==> src/rtl/pvc_pkg.sv <==
package pvc_pkg;

   localparam int SYM_W = 3;

   // Per-pin symbol codes
   typedef enum logic [SYM_W-1:0] {
      SYM_SKIP   = 3'd0,
      SYM_LOW    = 3'd1,
      SYM_HIGH   = 3'd2,
      SYM_EITHER = 3'd3,
      SYM_EXP_H  = 3'd4,
      SYM_EXP_L  = 3'd5,
      SYM_EXP_Z  = 3'd6,
      SYM_CLOCK  = 3'd7
   } sym_e;

   // Sequencer phases, one cycle each
   typedef enum logic [2:0] {
      PH_IDLE    = 3'd0,
      PH_FETCH   = 3'd1,
      PH_APPLY   = 3'd2,
      PH_CLK_HI  = 3'd3,
      PH_CLK_LO  = 3'd4,
      PH_PULL_HI = 3'd5,
      PH_PULL_LO = 3'd6,
      PH_EVAL    = 3'd7
   } phase_e;

endpackage

==> src/rtl/pvc_seq.sv <==
module pvc_seq
   import pvc_pkg::*;
#(
   parameter int PINS  = 20,
   parameter int DEPTH = 256,
   parameter int IDX_W = 8,
   parameter int CNT_W = 9
) (
   input  logic             clk,
   input  logic             rst_n,
   input  logic             start,
   input  logic [CNT_W-1:0] run_len,
   input  logic             has_x,
   input  logic [PINS-1:0]  pin_err,
   output phase_e           phase,
   output logic             xval,
   output logic [IDX_W-1:0] idx,
   output logic             busy,
   output logic             done,
   output logic             fail,
   output logic             all_pass,
   output logic [IDX_W-1:0] fail_index,
   output logic [PINS-1:0]  fail_mask
);

   localparam logic [CNT_W-1:0] MAX_LEN = CNT_W'(DEPTH);

   phase_e           state;
   logic [CNT_W-1:0] len_q;
   logic [PINS-1:0]  acc;
   logic             last_vec;

   assign phase    = state;
   assign busy     = (state != PH_IDLE);
   assign last_vec = ((CNT_W'(idx) + CNT_W'(1)) == len_q);

   always_ff @(posedge clk or negedge rst_n) begin
      if (!rst_n) begin
         state      <= PH_IDLE;
         len_q      <= '0;
         idx        <= '0;
         xval       <= 1'b0;
         acc        <= '0;
         done       <= 1'b0;
         fail       <= 1'b0;
         all_pass   <= 1'b0;
         fail_index <= '0;
         fail_mask  <= '0;
      end else begin
         done <= 1'b0;
         case (state)
            PH_IDLE: if (start) begin
               fail       <= 1'b0;
               all_pass   <= 1'b0;
               fail_index <= '0;
               fail_mask  <= '0;
               idx        <= '0;
               xval       <= 1'b0;
               if (run_len == '0) begin
                  done     <= 1'b1;
                  all_pass <= 1'b1;
               end else begin
                  len_q <= (run_len > MAX_LEN) ? MAX_LEN : run_len;
                  state <= PH_FETCH;
               end
            end
            PH_FETCH: begin
               acc   <= '0;
               xval  <= 1'b0;
               state <= PH_APPLY;
            end
            PH_APPLY:  state <= PH_CLK_HI;
            PH_CLK_HI: state <= PH_CLK_LO;
            PH_CLK_LO: state <= PH_PULL_HI;
            PH_PULL_HI: begin
               acc   <= acc | pin_err;
               state <= PH_PULL_LO;
            end
            PH_PULL_LO: begin
               acc   <= acc | pin_err;
               state <= PH_EVAL;
            end
            PH_EVAL: begin
               if (acc != '0) begin
                  fail       <= 1'b1;
                  fail_index <= idx;
                  fail_mask  <= acc;
                  done       <= 1'b1;
                  state      <= PH_IDLE;
               end else if (has_x && !xval) begin
                  xval  <= 1'b1;
                  acc   <= '0;
                  state <= PH_APPLY;
               end else if (last_vec) begin
                  all_pass <= 1'b1;
                  done     <= 1'b1;
                  state    <= PH_IDLE;
               end else begin
                  idx   <= idx + IDX_W'(1);
                  state <= PH_FETCH;
               end
            end
            default: state <= PH_IDLE;
         endcase
      end
   end

endmodule

==> config.mk <==
export PLATFORM = sky130hd
export DESIGN_NAME = pvc_seq
export DESIGN_NICKNAME = d
export VERILOG_FILES = /design/src/rtl/pvc_pkg.sv /design/src/rtl/pvc_seq.sv
export SDC_FILE = /design/constraint.sdc
export NUM_CORES = 1
export LEC_CHECK = 0
export ABC_CLOCK_PERIOD_IN_PS = 4900
export BUFFER_PORTS_ARGS = -buffer_cell sky130_fd_sc_hd__buf_2
export CAP_MARGIN = 25
export CORE_MARGIN = 5
export CORE_UTILIZATION = 52
export CTS_CLUSTER_SIZE = 12
export DETAILED_ROUTE_END_ITERATION = 8
export GPL_ROUTABILITY_DRIVEN = 0
export PLACE_DENSITY = 0.74
export SYNTH_ARGS = -nofsm -noshare
export SYNTH_HDL_FRONTEND = slang
export SYNTH_SLANG_ARGS = --single-unit
==> constraint.sdc <==
create_clock -name clk -period 4.9 [get_ports clk]
set_input_delay 0.98 -clock clk [delete_from_list [all_inputs] [get_ports clk]]
set_output_delay 0.98 -clock clk [all_outputs]
set_load 0.02 [all_outputs]
; After elaboration in Yosys (flattened, before gate mapping)
; Cells that the tools add are included.
[word_totals]
regBits = 72
in_bits = 33
output_inout_bits = 44
elab_cells = 85
[classes]
n_addsub = 2
order_cmp = 1
n_eq_ne = 16
n_mux = 37
bitwise = 2
reduce_logical = 17
[ops]
columns = operator, count
row1 = 20-bit 2-to-1 mux, 4
row2 = 20-bit one-hot mux with 3 select lines, 1
row3 = 8-bit 2-to-1 mux, 5
row4 = 20-bit one-hot mux with 2 select lines, 1
row5 = 8-bit one-hot mux with 2 select lines, 2
row6 = 3-bit one-hot mux with 8 select lines, 1
row7 = 20-bit OR, 1
row8 = 20-bit nonzero test, 1
row9 = "2-bit inequality test, second input constant", 8
row10 = 1-bit 2-to-1 mux, 14
row11 = "3-bit == test, second input constant", 4
row12 = 5-bit AND reduction, 2
row13 = "8-bit by 1-bit adder with 9-bit output, second input constant", 1
row14 = 9-bit == test, 1
row15 = "9-bit > comparator, second input constant", 1
row16 = 9-bit logical NOT, 1
row17 = 9-bit 2-to-1 mux, 1
row18 = 3-bit AND reduction, 3
row19 = 3-bit nonzero test, 3
row20 = "8-bit by 1-bit adder with 8-bit output, second input constant", 1
row21 = "3-bit by 2-bit == test with 1-bit output, second input constant", 2
row22 = 3-bit 2-to-1 mux, 2
row23 = 1-bit one-hot mux with 2 select lines, 3
row24 = 2-bit 2-to-1 mux, 2
row25 = other kinds (10), 10

; Longest topological paths before layout
; Gate-level depths: netlist of run 1.
[depth]
word_depth = 6
ltp_mapped = 8
depth_no_buf = 7

; Worst setup path before layout of run 1
; Ideal clock, no wire load.
[synth_timing]
path_kind = input port to flip-flop
start = input run_len[4]
end = register len_q[4]
setup_ns = 0.136
arrival_time_ns = 2.289
required_time_ns = 4.764
path_slack_ns = 2.475
stages = 6
path_buffers = 1
cell_sequence = or4_1 nor3_1 nand4_1 nand2_1 clkbuf_1 o21ai_0
[synth_between]
elab_chain_cells = 3
elab_cells_between_ends = 5
classes_between = order compare: 1 / mux: 1 / bitwise: 1 / reduce/logical: 2
[synth_lines]
columns = element, line_no
row1 = from (decl), pvc_seq.sv:12  ; input logic [CNT_W-1:0] run_len,
row2 = "parallel branches: the longest is 3 deep, another holds 9-bit > comparator", --
row3 = to (signal assigned), pvc_seq.sv:63  ; len_q <= (run_len > MAX_LEN) ? MAX_LEN : run_len;
row4 = to (decl), pvc_seq.sv:29  ; logic [CNT_W-1:0] len_q;
; Parallel ways; which one is timed is not known.
; A chain may end at the register's enable or synchronous reset.

; Final worst setup path of run 1
[layout_timing]
start = register state[0], in the netlist phase[0]
end = register idx[7]
[layout_between]
elab_chain_cells = 3
elab_cells_between_ends = 9
classes_between = eq/ne: 5 / mux: 1 / reduce/logical: 3
[layout_lines]
columns = element, line_no
row1 = from (decl), pvc_seq.sv:28  ; phase_e state;
row2 = from (signal assigned), pvc_seq.sv:39  ; state <= PH_IDLE;
row3 = from (signal assigned), pvc_seq.sv:64  ; state <= PH_FETCH;
row4 = from (signal assigned), pvc_seq.sv:70  ; state <= PH_APPLY;
row5 = 3-bit == test / 3-bit logical NOT (equally long branches), pvc_seq.sv:51  ; case (state)
row6 = 2-bit inequality test (no line) / 2-bit nonzero test (equally long branches), --
row7 = 5-bit AND reduction (no line), --
row8 = to (signal assigned), pvc_seq.sv:99  ; idx <= idx + IDX_W'(1);
row9 = to (decl), pvc_seq.sv:17  ; output logic [IDX_W-1:0] idx,
; Parallel ways exist; a longest one is shown, timed or not.

==> results of run 1 <==
[cell usage after synthesis, drive strengths merged (4+ instances only)]
cell and number:
buf 5, and3 7, nand4 4, nand2 74
nor4 9, dfrtp 72, inv 11, nand3 5
nor2 9, xnor2 10, a21oi 45, o31ai 4
nor3 6, clkbuf 19, o21ai 62
[how the worst min path moves through the flow]
stage / from / slack [ns] / cells past startpoint / endpoint
finish: fail / 0.47 / 1 / fail
global route: fail / 0.50 / 1 / fail
CTS: fail / 0.48 / 1 / fail
detailed placement: fail / 0.46 / 1 / fail
global placement: fail / 0.45 / 1 / fail
floorplan: len_q[1] / 0.47 / 2 / len_q[1]
[sequential cells by signal, summed over array words and instances (netlist names)]
register and count:
done 1, xval 1, fail_index 8, len_q 9
fail 1, phase 3, all_pass 1, fail_mask 20
acc 20, idx 8
[cell type report]
type / instances / share of cell area
Clock buffer: 10 / 0.0318
Clock inverter: 6 / 0.0150
Inverter: 11 / 0.0103
Multi-Input combinational cell: 270 / 0.369
Sequential cell: 72 / 0.449
Tap cell: 77 / 0.0240
Timing Repair Buffer: 78 / 0.100
[logic make-up after synthesis]
family,count (synthesis)
adders and majority gates,1
AOI/OAI and AO/OA,131
muxes,1
xor gates and xnor gates,12
buffers and inverters,35
DFF,72
and+or+nand+nor,125
[power by group through the flow]
stage | sequential, W | combinational, W | clock, W
after floorplan | 0.00103 | 0.000555 | 0
final | 0.000997 | 0.000843 | 0.000453
after global placement | 0.000997 | 0.000819 | 0
after detailed placement | 0.00100 | 0.000840 | 0
after global routing | 0.00103 | 0.000945 | 0.000491
after CTS | 0.000993 | 0.000848 | 0.000459
[cell usage in the layout, fill, tap and decap left out, types with 7 or more instances in the layout]
cell type,instances
and3_1,7
nor4_1,9
a21oi_1,45
dfrtp_1,72
o21ai_0,62
inv_1,11
buf_2,76
nand2_1,74
nor2_1,8
clkbuf_8,9
xnor2_1,9
[worst register-to-register path, cell delays in order, from the launching register on]
cell and delay (ns):
dfrtp_1 0.99, nand3_1 0.49, nor4_1 0.80, o21ai_0 0.39, o221ai_1 0.27
[through the flow]
stage,util,total power [W],setup slack (ns),area [sq um],cells
after floorplan,-,0.00158,2.48,3420,377
after global placement,0.596,0.00182,2.04,3810,507
after detailed placement,0.599,0.00184,1.99,3820,508
after CTS,0.628,0.00230,1.92,4010,524
after global routing,0.628,0.00246,1.59,4010,524
final,0.628,0.00229,1.87,4010,524
[per-layer routing]
| layer | vias up | share of wire | track usage |
|---|---|---|---|
| li1 | 1465 | - | - |
| met1 | 1483 | 0.44 | 0.289 |
| met2 | 132 | 0.46 | 0.306 |
| met3 | 16 | 0.077 | 0.0537 |
| met4 | 0 | 0.016 | 0.0636 |
| met5 | - | 0 | 0 |
==> summary.txt, run 1 <==
Clock network
  • Post-CTS resize count: 0
  • Hold_buf cts: 0
  • Num CTS Buffers: 9
  • Clk slew on worst S/H paths: around 0.070 ns
  • Worst-Skew Late Latency: around 0.35 ns
  • CTS root buf: clkbuf_8
  • CTS max path bufs: 2
  • Clk sinks: 72
  • CTS tree: done
  • H-tree depth: 3
  • Postcts setup bufs: 0

Status
  • Status: complete, no violations

Placed design
  • PortBufs: 76
  • Post-DP HPWL: 5.83 mm

STA
  • Slew of the pin with the lowest slew margin: just under 1 ns
  • WHS: approximately 0.47 ns
  • Tmin final: 3.03 ns
  • Setup TNS: 0 ns
  • Skew final: approximately 0.0093 ns
  • Setup violations, final: 0
  • Final hold viol count: 0
  • Final Max Slew Viols: 0
  • Fmax: about 330 MHz
  • Max_slew headroom: 0.346
  • Fin crit share: 0.618
  • Setup repair after global routing missed its margin: false

Floorplanning
  • IO Count: slightly below 80
  • Core Area: ~6400 sq um
  • Die Y: 91.1 microns
  • Die width: between 90 and 100 microns
  • Initial core utilization: 0.535
  • Site Rows: 29
  • Die area: approximately 8300 sq um

Yosys
  • Synthesis Warnings: 0
  • Top_reg_cell synth: dfrtp_1
  • Post-synthesis sequential area ratio: 0.527
  • Dominant cells by area after synthesis: dfrtp_1 (53%), o21ai_0 (9.1%), nand2_1 (8.1%)
  • Async set-reset flop share out of synthesis: 1.00
  • Post-Syn Nets: ~410
  • Synth unique cells: 45
  • Post-synth top area share: 0.527
  • Adder-Cell Fraction of Synth Area: 0.00366
  • Syn avg cell area: between 9 and 10 sq um
  • Synth area leader: dfrtp_1
  • Register bit count reported by yosys: 72
  • XOR/XNOR Fraction of Synth Area: 0.0330
  • Syn Std Cell Area: between 3000 and 4000 sq um
  • Compound-gate portion of the synthesized area: 0.220
  • Simple-gate portion of the synthesized area: 0.172
  • Number of synthesized flops with an enable pin: 0
  • Post-Syn Instances: approximately 380
  • Main combinational cell family by area after synthesis: compound AO/OA/AOI/OAI gates
  • Mux contribution to synthesized area: 0.00293

Worst setup path
  • Worst R2R End: idx[7]
  • Worst R2R Setup Slack: 1.87 ns
  • R2r startpoint: phase[0]
  • Critical path destination: idx[7]
  • Setup CP Type: reg -> reg
  • CP max stage delay: approximately 0.99 ns
  • Crit-path leading delay family: simple AND/OR/NAND/NOR gates
  • CP Depth: 4
  • Crit. End Element: flop
  • CP required: approximately 5.2 ns
  • Count of buffer and inverter cells on the critical path: 0
  • CP max stage cell: dfrtp_1
  • R2R depth: 4
  • Critical Path Start: phase[0]
  • CP cell instances: nand3_1, nor4_1, o21ai_0, o221ai_1
  • Critical Path Source Type: flop
  • Worst EP arrival: between 3 and 4 ns
  • Crit Path Max Fanout: 30

Power
  • Logic pwr share: 0.368
  • Internal Power: approximately 0.0013 W
  • Clock power share: 0.197
  • Sw power: 0.000967 W
  • P per Cell Area: around 570 nW/um^2
  • Sequential Power Share: 0.435
  • Max IR drop VDD: about 0.36 mV
  • Leakage: about 1.9 nW
  • Sw frac: 0.422

Global routing
  • Largest net degree at the start of global routing: 55
  • Global-route wire length before repair: roughly 14 mm
  • Vias in the first global route: approximately 2800
  • Grt ovf: 0
  • GRT Util Overall: 0.203
  • Initial antenna violation count: 0

Route
  • DRT Pass-1 Iters: 5
  • Routed wire length: 8.40 mm
  • Via density: ~5.9
  • Drt wl/cell: ~16 microns
  • Via count: 3096
  • ANT nets after route: 0
  • Starting DRT DRC Count: between 200 and 250
  • Drt drc: 0

Cells and area
  • Antenna cells: 0
  • Area occupied by multi-input gates: approximately 1500 sq um
  • Synth-to-layout area growth: 17.4%
  • Nets: around 480
  • Final-layout fill cell count: 552
  • Register area: about 1800 sq um
  • Layout cells sized above 1: 0.228

Hold path
  • Min-delay worst type: reg -> reg

Job
  • Max Cap Viol: 0
No activity file was read; power rests on OpenSTA's default activity.
==> run 2: changes to the inputs <==
--- a/config.mk
+++ b/config.mk
@@ -5,7 +5,8 @@
 export SDC_FILE = /design/constraint.sdc
 export NUM_CORES = 1
 export LEC_CHECK = 0
-export ABC_CLOCK_PERIOD_IN_PS = 4900
+export ABC_AREA = 1
+export ABC_CLOCK_PERIOD_IN_PS = 3100
 export BUFFER_PORTS_ARGS = -buffer_cell sky130_fd_sc_hd__buf_2
 export CAP_MARGIN = 25
 export CORE_MARGIN = 5
==> constraint.sdc (replaced) <==
create_clock -name clk -period 3.1 [get_ports clk]
set_input_delay 0.62 -clock clk [delete_from_list [all_inputs] [get_ports clk]]
set_output_delay 0.62 -clock clk [all_outputs]
set_load 0.02 [all_outputs]
==> run 2 against run 1 <==
Clock power is 45% higher; routed wire length is 1.6% higher; sequential power is 48% higher; critical path depth is 3 higher; critical endpoint is now acc[4]; synthesized cell count is 6.4% higher; largest cell class unchanged; maximum frequency is 34% higher; area after synthesis is 1.2% higher; non-clock buffer count is 2 higher; cell count is 6.7% higher.
==> summary.txt, run 2 <==
Power
  • Max IR drop VDD: 0.645 mV
  • Sw frac: 0.443
  • Sequential Power Share: 0.384
  • Internal Power: between 0.002 and 0.0025 W
  • Sw power: 0.00170 W
  • P per Cell Area: roughly 940 nW/um^2
  • Clock power share: 0.171
  • Leakage: 2.10 nW
  • Logic pwr share: 0.444

Placed design
  • Placement Setup Slack: 0.870 ns
  • Post-DP HPWL: a little over 6 mm
  • Cell count after placement: approximately 540
  • PortBufs: 76

STA
  • Fin crit share: 0.727
  • Setup repair after global routing missed its margin: false
  • Setup TNS: 0 ns
  • WHS: 0.274 ns
  • Tmin final: around 2.3 ns
  • Skew final: approximately 0.0088 ns
  • Fmax: roughly 440 MHz
  • Setup violations, final: 0
  • Final hold viol count: 0
  • Final Max Slew Viols: 0
  • Setup slack after layout: 0.846 ns
  • Slew of the pin with the lowest slew margin: 0.585 ns
  • Max_slew headroom: 0.610

Yosys
  • Async set-reset flop share out of synthesis: 1.00
  • Syn Std Cell Area: 3460 sq um
  • Top_reg_cell synth: dfrtp_1
  • Syn avg cell area: ~8.6 sq um
  • Dominant cells by area after synthesis: dfrtp_1 (52%), o21ai_0 (8.7%), nand2_1 (8.0%)
  • Most frequent cell after synthesis: nand2_1
  • Number of synthesized flops with an enable pin: 0
  • Synth top cells by count: nand2_1 (74), dfrtp_1 (72), o21ai_0 (60)
  • Post-Syn Nets: ~440
  • Post-synthesis sequential area ratio: 0.521
  • Synth unique cells: 30
  • Synthesis Warnings: 0
  • Register bit count reported by yosys: between 70 and 80
  • Post-synth top area share: 0.521
  • Synth area leader: dfrtp_1
  • Post-Syn Instances: 401

Route
  • Via density: ~5.4
  • ANT nets after route: 0
  • DRT Pass-1 Iters: 5
  • Starting DRT DRC Count: 207
  • Drt wl/cell: about 15 microns
  • Via count: between 3000 and 4000
  • Routed wire length: 8.53 mm
  • Drt drc: 0

Cells and area
  • Synth-to-layout area growth: 18.0%
  • Register area: around 1800 sq um
  • Antenna cells: 0
  • Final-layout fill cell count: around 570
  • Finished Layout Cells: about 560
  • Area occupied by multi-input gates: roughly 1400 sq um
  • Commonest cells after routing, fill and taps aside: buf_2 (76), nand2_1 (74), dfrtp_1 (72)
  • Nets: 512
  • Most common cell after layout, fill and taps aside: buf_2
  • Top Registers: acc x20, fail_mask x20, len_q x9
  • Layout cells sized above 1: 0.278
  • Final core utilization: 0.635

Clock network
  • H-tree depth: 3
  • Clk slew on worst S/H paths: 0.08 ns
  • Worst-Skew Late Latency: between 0.3 and 0.4 ns
  • Clk sinks: 72
  • Postcts setup bufs: 0
  • CTS root buf: clkbuf_8
  • Num CTS Buffers: 9
  • CTS max path bufs: 2
  • Hold_buf cts: 0
  • CTS tree: done
  • Post-CTS resize count: 0

Floorplanning
  • Core Area: about 6400 sq um
  • Die area: 8380 sq um
  • Die width: approximately 92 microns
  • Initial core utilization: 0.538
  • Site Rows: 29
  • Die Y: around 90 microns
  • IO Count: 77

Job
  • Max Cap Viol: 0

Worst setup path
  • R2r startpoint: phase[0]
  • Most frequent CP cell: inv_2
  • Crit. End Element: flop
  • CP required: approximately 3.4 ns
  • Critical Path Source Type: flop
  • Worst R2R End: acc[4]
  • Crit-path leading delay family: simple AND/OR/NAND/NOR gates
  • Setup CP Type: reg -> reg
  • Count of buffer and inverter cells on the critical path: 3
  • Worst R2R Setup Slack: approximately 0.85 ns
  • Crit Path Max Fanout: 26
  • R2R depth: 7
  • CP max stage delay: 0.47 ns
  • Worst EP arrival: 2.52 ns
  • CP cell instances: inv_2, nor3_4, inv_2, nor2_1, nor3b_4, buf_4, o21ai_2
  • CP max stage cell: dfrtp_1

Global routing
  • M2 GR Usage: 0.307
  • Routing usage on met1: 0.324
  • GRT Util Overall: 0.214
  • Global-route wire length before repair: 14.3 mm
  • Vias in the first global route: 2815
  • Grt ovf: 0
  • Initial antenna violation count: 0
  • Largest net degree at the start of global routing: 50
  • Gr busiest metal: met1
  • GRT met3 Usage: 0.0438

Hold path
  • Min-delay worst type: in -> async

Status
  • Status: complete, no violations
[run 2: cell count changes in the layout (fill, tap and decap cells not counted), sizes merged, moves of 4 or more]
cell / change
a21oi: -42
and3: -7
inv: +41
nand3: +50
nand4: +5
nor2: +17
nor4: -7
o21ai: +20
o31ai: -4
xnor2: -10
[run 2: how the worst max path moves through the flow]
stage / from / endpoint / cells after the start
after floorplan: idx[1] / all_pass / 14
after global placement: phase[0] / acc[3] / 7
after detailed placement: phase[0] / acc[4] / 7
after CTS: phase[0] / acc[4] / 7
after global routing: phase[0] / acc[2] / 7
final: phase[0] / acc[4] / 7
[run 2: stage by stage]
stage	instance area (sq um)	power, W
floorplan	3460	0.00270
global placement	3910	0.00314
detailed placement	3910	0.00320
CTS	4080	0.00386
global route	4080	0.00413
finish	4080	0.00384
[run 2: worst reg2reg max path: cells and delay by family, from the launching register on]
kind | cells | cell delay, ns
buffers and inverters | 3 | 0.67
AND/OR/NAND/NOR | 3 | 0.89
AO/OA/AOI/OAI | 1 | 0.16
flip-flops | 1 | 0.47
[run 2: routing by layer]
metal  share of wire  vias up
li1                -     1487
met2            0.44       95
met1            0.49     1419
met5               0        -
met4          0.0096        0
met3           0.060        7
[run 2: cells by family (layout without fill, tap and decap cells)]
kind of cell | Yosys count | in the layout | share of synthesized area
AO/OA/AOI/OAI | 87 | 87 | 0.149
flip-flops | 72 | 72 | 0.521
AND/OR/NAND/NOR | 175 | 175 | 0.248
adder cells (fa/ha/maj) | 1 | 1 | 0.00362
buffers and inverters | 66 | 147 | 0.0785
[run 2: power by group through the flow]
stage / logic, W / registers, W / clock network (W)
floorplan: 0.00106 / 0.00164 / 0
global placement: 0.00166 / 0.00148 / 0
detailed placement: 0.00170 / 0.00149 / 0
CTS: 0.00171 / 0.00147 / 0.000672
global route: 0.00190 / 0.00152 / 0.000723
finish: 0.00171 / 0.00148 / 0.000659
[run 2: area by class of cell]
type                    instances  area share
clock buffers                  12      0.0380
clock inverters                 3     0.00429
inverters                      52      0.0479
multi-input cells             263       0.341
flip-flops and latches         72       0.442
well taps                      77      0.0236
repair buffers                 80       0.104
